<file path="src/rtl/fdet_pkg.sv">
// Package: shared widths, operation codes and record types of the fusion detector.
// Assumes 16-bit instruction words and eight data registers.
package fdet_pkg;
    parameter int INSN_W  = 16;
    parameter int REG_W   = 3;
    parameter int DATA_W  = 32;
    parameter int NSLOT   = 3;
    parameter int IMMQ_W  = 8;
    localparam int EXT_W  = DATA_W / 2;
    localparam int CNT_W  = $clog2(NSLOT + 1);

    typedef enum logic [2:0] {
        OP_NONE = 3'd0,
        OP_ADD  = 3'd1,
        OP_SUB  = 3'd2,
        OP_AND  = 3'd3,
        OP_OR   = 3'd4,
        OP_EOR  = 3'd5
    } alu_op_e;

    // Per-slot classification produced by the slot decoder.
    typedef struct packed {
        logic              pre_q;      // quick immediate load
        logic              pre_r;      // long register move
        logic              pre_i;      // long immediate move
        logic              alu_ea_dn;  // OP <ea>,Dn long
        logic              alu_dn_ea;  // OP Dn,<mem> long
        logic              store;      // move Dn to memory
        logic              load;       // move memory to Dn
        logic [REG_W-1:0]  dreg;       // register field [11:9]
        logic [REG_W-1:0]  src_reg;    // low register field [2:0]
        logic [2:0]        ea_mode;    // mode field [5:3]
        alu_op_e           op;
        logic [IMMQ_W-1:0] imm8;
    } slot_info_t;

    // Registered result of the detector.
    typedef struct packed {
        logic              fuse;
        logic [CNT_W-1:0]  slots;
        alu_op_e           op;
        logic              asel;
        logic [REG_W-1:0]  areg;
        logic [DATA_W-1:0] aimm;
        logic [2:0]        eam;
        logic [REG_W-1:0]  ear;
        logic [REG_W-1:0]  dst;
        logic [INSN_W-1:0] raw;
        logic              wf;
        logic              rf;
    } fuse_out_t;
endpackage

</file>
<file path="src/rtl/fdet_slot_decode.sv">
// Module: classifies one instruction word into the few shapes the fusion
// detector cares about. Purely combinational; assumes the word is aligned.
module fdet_slot_decode
    import fdet_pkg::*;
(
    input  logic [INSN_W-1:0] word_i,
    output slot_info_t        info_o
);
    logic [3:0] opc;
    logic [2:0] hi_reg, hi_mode, lo_mode, lo_reg;
    logic       is_move, src_mem, dst_mem, ea_alterable;
    alu_op_e    op_w;

    assign opc     = word_i[15:12];
    assign hi_reg  = word_i[11:9];
    assign hi_mode = word_i[8:6];
    assign lo_mode = word_i[5:3];
    assign lo_reg  = word_i[2:0];
    assign is_move = (opc == 4'b0010);

    // Map the top nibble to a supported ALU operation.
    always_comb begin
        unique case (opc)
            4'b1101: op_w = OP_ADD;
            4'b1001: op_w = OP_SUB;
            4'b1100: op_w = OP_AND;
            4'b1000: op_w = OP_OR;
            4'b1011: op_w = OP_EOR;
            default: op_w = OP_NONE;
        endcase
    end

    // Memory-class tests on the source and destination ea fields.
    always_comb begin
        src_mem      = ((lo_mode >= 3'd2) && (lo_mode <= 3'd6)) ||
                       ((lo_mode == 3'd7) && (lo_reg <= 3'd3));
        dst_mem      = ((hi_mode >= 3'd2) && (hi_mode <= 3'd6)) ||
                       ((hi_mode == 3'd7) && (hi_reg <= 3'd1));
        ea_alterable = ((lo_mode >= 3'd2) && (lo_mode <= 3'd6)) ||
                       ((lo_mode == 3'd7) && (lo_reg <= 3'd1));
    end

    // Assemble the classification record.
    always_comb begin
        info_o           = '0;
        info_o.op        = op_w;
        info_o.pre_q     = (opc == 4'b0111) && !word_i[8];
        info_o.pre_r     = is_move && (hi_mode == 3'd0) && (lo_mode == 3'd0);
        info_o.pre_i     = is_move && (hi_mode == 3'd0) && (lo_mode == 3'd7) &&
                           (lo_reg == 3'd4);
        info_o.load      = is_move && (hi_mode == 3'd0) && src_mem;
        info_o.store     = is_move && (lo_mode == 3'd0) && dst_mem;
        info_o.alu_ea_dn = (op_w != OP_NONE) && (hi_mode == 3'b010);
        info_o.alu_dn_ea = (op_w != OP_NONE) && (hi_mode == 3'b110) && ea_alterable;
        info_o.dreg      = hi_reg;
        info_o.src_reg   = lo_reg;
        info_o.ea_mode   = lo_mode;
        info_o.imm8      = word_i[IMMQ_W-1:0];
    end
endmodule

</file>
<file path="src/rtl/fdet_pair_match.sv">
// Module: matches classified slots against the fusible and forwarding
// patterns and builds the next descriptor. Combinational; assumes slot 0 is
// the oldest instruction of the window.
module fdet_pair_match
    import fdet_pkg::*;
(
    input  slot_info_t        s0_i,
    input  slot_info_t        s1_i,
    input  slot_info_t        s2_i,
    input  logic [NSLOT-1:0]  val_i,
    input  logic [INSN_W-1:0] ins0_i,
    input  logic [EXT_W-1:0]  ext_hi_i,
    input  logic [EXT_W-1:0]  ext_lo_i,
    output fuse_out_t         out_o
);
    logic is_pre, same_reg, ea_self, can_fuse;
    logic st_after_fuse, st_after_alu, ld_then_op;

    // Pattern conditions over the first two slots.
    always_comb begin
        is_pre   = s0_i.pre_q || s0_i.pre_r || s0_i.pre_i;
        same_reg = (s0_i.dreg == s1_i.dreg);
        ea_self  = (s1_i.ea_mode == 3'd0) && (s1_i.src_reg == s1_i.dreg);
        can_fuse = val_i[0] && val_i[1] && is_pre && s1_i.alu_ea_dn &&
                   same_reg && !ea_self;
    end

    // Forwarding candidates, fused or not.
    always_comb begin
        st_after_fuse = val_i[2] && s2_i.store && (s2_i.src_reg == s1_i.dreg);
        st_after_alu  = val_i[0] && val_i[1] && s0_i.alu_ea_dn && s1_i.store &&
                        (s1_i.src_reg == s0_i.dreg);
        ld_then_op    = val_i[0] && val_i[1] && s0_i.load && s1_i.alu_dn_ea &&
                        same_reg;
    end

    // Build the descriptor for the next register stage.
    always_comb begin
        out_o    = '0;
        out_o.op = OP_NONE;
        if (val_i[0]) begin
            out_o.raw   = ins0_i;
            out_o.slots = CNT_W'(1);
        end
        if (can_fuse) begin
            out_o.fuse  = 1'b1;
            out_o.slots = CNT_W'(2);
            out_o.op    = s1_i.op;
            out_o.asel  = !s0_i.pre_r;
            out_o.areg  = s0_i.pre_r ? s0_i.src_reg : '0;
            if (s0_i.pre_q)
                out_o.aimm = {{(DATA_W-IMMQ_W){s0_i.imm8[IMMQ_W-1]}}, s0_i.imm8};
            else if (s0_i.pre_i)
                out_o.aimm = {ext_hi_i, ext_lo_i};
            out_o.eam   = s1_i.ea_mode;
            out_o.ear   = s1_i.src_reg;
            out_o.dst   = s1_i.dreg;
            out_o.wf    = st_after_fuse;
        end else begin
            out_o.wf    = st_after_alu;
            out_o.rf    = ld_then_op;
        end
    end
endmodule

</file>
<file path="src/rtl/fusion_detector.sv">
// Module: top of the instruction pair fusion detector. Decodes each window
// slot, matches the pair patterns and registers the descriptor one cycle
// later. Assumes a synchronous active-low reset.
module fusion_detector
    import fdet_pkg::*;
(
    input  logic        clk,
    input  logic        rst_n,
    input  logic [15:0] ins0_i,
    input  logic [15:0] ins1_i,
    input  logic [15:0] ins2_i,
    input  logic        val0_i,
    input  logic        val1_i,
    input  logic        val2_i,
    input  logic [15:0] ext_hi_i,
    input  logic [15:0] ext_lo_i,
    output logic        fuse_o,
    output logic [1:0]  slots_o,
    output logic [2:0]  op_o,
    output logic        a_imm_sel_o,
    output logic [2:0]  a_reg_o,
    output logic [31:0] a_imm_o,
    output logic [2:0]  ea_mode_o,
    output logic [2:0]  ea_reg_o,
    output logic [2:0]  dst_o,
    output logic [15:0] raw_o,
    output logic        wr_fwd_o,
    output logic        rd_fwd_o
);
    logic [INSN_W-1:0] words [NSLOT];
    slot_info_t        info  [NSLOT];
    logic [NSLOT-1:0]  valid;
    fuse_out_t         nxt, q;

    assign words[0] = ins0_i;
    assign words[1] = ins1_i;
    assign words[2] = ins2_i;
    assign valid    = {val2_i, val1_i, val0_i};

    // One classifier per window slot.
    for (genvar g = 0; g < NSLOT; g++) begin : g_slot
        fdet_slot_decode u_dec (
            .word_i (words[g]),
            .info_o (info[g])
        );
    end

    fdet_pair_match u_match (
        .s0_i     (info[0]),
        .s1_i     (info[1]),
        .s2_i     (info[2]),
        .val_i    (valid),
        .ins0_i   (ins0_i),
        .ext_hi_i (ext_hi_i),
        .ext_lo_i (ext_lo_i),
        .out_o    (nxt)
    );

    // Output register stage with synchronous reset.
    always_ff @(posedge clk) begin
        if (!rst_n) q <= '0;
        else        q <= nxt;
    end

    assign fuse_o      = q.fuse;
    assign slots_o     = q.slots;
    assign op_o        = q.op;
    assign a_imm_sel_o = q.asel;
    assign a_reg_o     = q.areg;
    assign a_imm_o     = q.aimm;
    assign ea_mode_o   = q.eam;
    assign ea_reg_o    = q.ear;
    assign dst_o       = q.dst;
    assign raw_o       = q.raw;
    assign wr_fwd_o    = q.wf;
    assign rd_fwd_o    = q.rf;
endmodule

</file>
<file path="config.mk">
export PLATFORM = sky130hd
export DESIGN_NAME = fusion_detector
export DESIGN_NICKNAME = d
export VERILOG_FILES = /design/src/rtl/fdet_pkg.sv /design/src/rtl/fdet_slot_decode.sv /design/src/rtl/fdet_pair_match.sv /design/src/rtl/fusion_detector.sv
export SDC_FILE = /design/constraint.sdc
export NUM_CORES = 1
export LEC_CHECK = 0
export BUFFER_PORTS_ARGS = -buffer_cell sky130_fd_sc_hd__buf_2
export CORE_ASPECT_RATIO = 0.7
export CORE_MARGIN = 8
export CORE_UTILIZATION = 47
export CTS_CLUSTER_SIZE = 20
export DETAILED_ROUTE_END_ITERATION = 7
export PLACE_DENSITY = 0.95
export SETUP_SLACK_MARGIN = 0.1
export SKIP_CTS_REPAIR_TIMING = 1
export SYNTH_ARGS = -nofsm -noshare
export SYNTH_HDL_FRONTEND = slang
export SYNTH_SLANG_ARGS = --single-unit
</file>
<file path="constraint.sdc">
create_clock -name clk -period 5.9 [get_ports clk]
set_clock_uncertainty 0.1 [all_clocks]
set_input_delay 1.77 -clock clk [delete_from_list [all_inputs] [get_ports clk]]
set_output_delay 1.77 -clock clk [all_outputs]
set_load 0.1 [all_outputs]
</file>
==> metrics.md <==
| Metric | Value |
|---|---|
| Port buffer count | 152 |
| RSZ-0062 raised after global routing | false |
| Max Cap Viol | 0 |
| VDD IR max | 0.205 mV |
| NumNets Final | between 400 and 500 |
| Synth Register Bits | 68 |
| Final setup fails | 0 |
| Max incr delay on CP | approximately 900 ps |
| Synth top area cells | dfxtp_1, nor3_2, and3_1, a21oi_2, a21oi_1 |
| WL/cell | roughly 17 um |
| Top cell type's share of synthesized area | 0.497 |
| Warnings from Yosys | 0 |
| Vias | 2474 |
| FFs w/ async S/R, synth | 0 |
| Largest net degree at the start of global routing | 48 |
| Combinational share of power | 0.116 |
| 1st-iter DRT viols | 169 |
| Worst-margin pin slew | 1140 ps |
| Global route overflow | 0 |
| Post-synth EDFFs | 0 |
| Core footprint | ~5700 um2 |
| Fin. Hold Viols | 0 |
| Final period utilization | 0.579 |
| Area Overhead vs Synth | 35.5% |
| First-pass GRT wire length | 12700 um |
| Initial antenna violation count | 0 |
| Mapped Nets | 334 |
| Diodes inserted | 0 |
| Reg power frac | 0.464 |
| Chip width | 107 um |
| CP cell instances | buf_2 -> or3b_1 -> nor3_4 -> a21oi_1 -> nor3_2 |
| Die Span Y | 79.9 um |
| Post-Syn Area | 2740 um2 |
| Max-slew violation count | 0 |
| Top-Level Pins | 154 |
| Setup TNS | 0 ps |
| Die ar. | 8570 um2 |
| Sequential area share after synthesis | 0.497 |
| CP Max Fanout | 25 |
| Total GRT Usage | 0.186 |
| P_sw | 0.000260 W |
| Clock-pin transition on the worst setup and hold timing paths | 70 ps |
| Mean Syn Cell Area | 11.0 um2 |
| Cell count after synthesis | about 250 |
| Clock Sink Count | 68 |
| 1st-pass router iterations | 4 |
| Final Critical Period | approximately 3400 ps |
| CTS Buf Count | 9 |
| Overall power | about 0.001 W |
| CP Data Required Time | 6060 ps |
| Distinct cell type count after synthesis | 42 |
| Clock network fraction of total power | 0.420 |
| Routability congestion estimate | approximately 0.86 |
| Max clock buf depth | 2 |
| Primary FF master, synth | dfxtp_1 |
| Vias/cell | roughly 5.2 |
| Vias in the first global route | 2632 |
| HP Class | in2reg |
| Internal power | 0.000741 W |
| Crit start category | input pin |
| Antenna Nets Post-Route | 0 |
| H-tree depth | 3 |
| Fmax | 293 MHz |
| Commonest cells post-synth | dfxtp_1, nor3_2, a21oi_1 |
| Sw Share | 0.260 |
| Pleak | between 1.5 and 2 nW |
| CP max-delay cell | nor3_4 |
| Remaining DRCs | 0 |
| Clock root buffer | clkbuf_8 |
| Yosys top cell by area | dfxtp_1 |
| Crit end category | flip-flop |
| DP Wirelength | 6200 um |
| Hold Slack | 1560 ps |
| Fraction of layout cells with a size suffix above 1 | 0.549 |
| Status | finished, final reports clean |
| Crit Path Category | in2reg |
| Effective utilization at floorplan | 0.483 |
| Data arrival time at the worst-slack endpoint | 3570 ps |
| # rows | 23 |
| Power density over the cells | 270 nW/um2 |
| CTS tree | yes |
| Max transition margin | 0.235 |
| Routed WL | 8050 um |
| Count leader, synth | dfxtp_1 |
[power by group through the flow]
stage                     sequential [W]  combinational (W)  clock, W
final                           0.000464           0.000116  0.000420
after global routing            0.000465           0.000124  0.000447
after CTS                       0.000464           0.000116  0.000431
after detailed placement        0.000475           0.000116         0
after global placement          0.000475           0.000113         0
after floorplan                 0.000510          0.0000339         0
[critical path: cells and delay by family]
family                 cells  cell delay (ps)
AO/OA/AOI/OAI              1              130
AND/OR/NAND/NOR            3             1550
buffers and inverters      1              110
[state kept, by name (all words and copies together) (netlist names), 3 cells and up]
signal     cells
ea_reg_o       3
a_imm_o       32
ea_mode_o      3
dst_o          3
a_reg_o        3
raw_o         16
op_o           3
[cell type report]
class | count | area [um2]
repair buffers | 155 | 783
fillers | 474 | 1960
inverters | 5 | 18.8
multi-input cells | 157 | 1230
flip-flops and latches | 68 | 1360
clock inverters | 7 | 98.8
well taps | 75 | 93.8
clock buffers | 9 | 124
[cell usage in the layout (no fill, tap or decap), types with 2 or more instances in the layout]
master,Yosys,routed
a21oi_1,17,17
a21oi_2,10,10
a22oi_1,7,7
and3_1,15,15
buf_2,6,152
buf_4,3,3
bufinv_16,0,2
clkbuf_8,0,9
clkinv_4,0,2
dfxtp_1,68,68
inv_1,5,5
nand2_1,3,3
nand3_1,2,2
nand4_1,4,4
nor2_1,3,3
nor3_1,8,8
nor3_2,32,31
nor3b_1,11,11
nor4_1,3,3
nor4b_1,2,2
o2111ai_1,5,5
or3b_1,2,2
xnor2_1,5,5
xor2_1,9,9
[kinds of logic (layout without fill, tap and decap cells)]
family          after synthesis  count (layout)  synth area share
simple gates                 96              96             0.277
flops                        68              68             0.497
compound gates               45              45             0.117
mux                           2               2           0.00777
xor+xnor                     14              14            0.0448
buf+inv                      24             176            0.0562
[final timing paths]
path,from,endpoint,depth (start not counted)
worst max-delay path,ins0_i[15],a_imm_o[11],5
worst min-delay path,ins1_i[14],op_o[2],2
[per-stage QoR]
stage / instances / setup slack (ps) / cell area [um2] / utilization
floorplan: 249 / 2630 / 2740 / -
CTS: 476 / 2500 / 3710 / 0.654
global route: 476 / 2340 / 3710 / 0.654
finish: 476 / 2490 / 3710 / 0.654
global placement: 460 / 2220 / 3490 / 0.615
detailed placement: 460 / 2130 / 3490 / 0.615
[per-layer routing]
layer	track usage	vias up	wire length (um)
li1	-	1203	-
met1	0.201	1135	3190
met2	0.315	118	3770
met3	0.0903	18	922
met4	0.0629	0	172
met5	0	-	0
No activity file was read; power rests on OpenSTA's default activity.
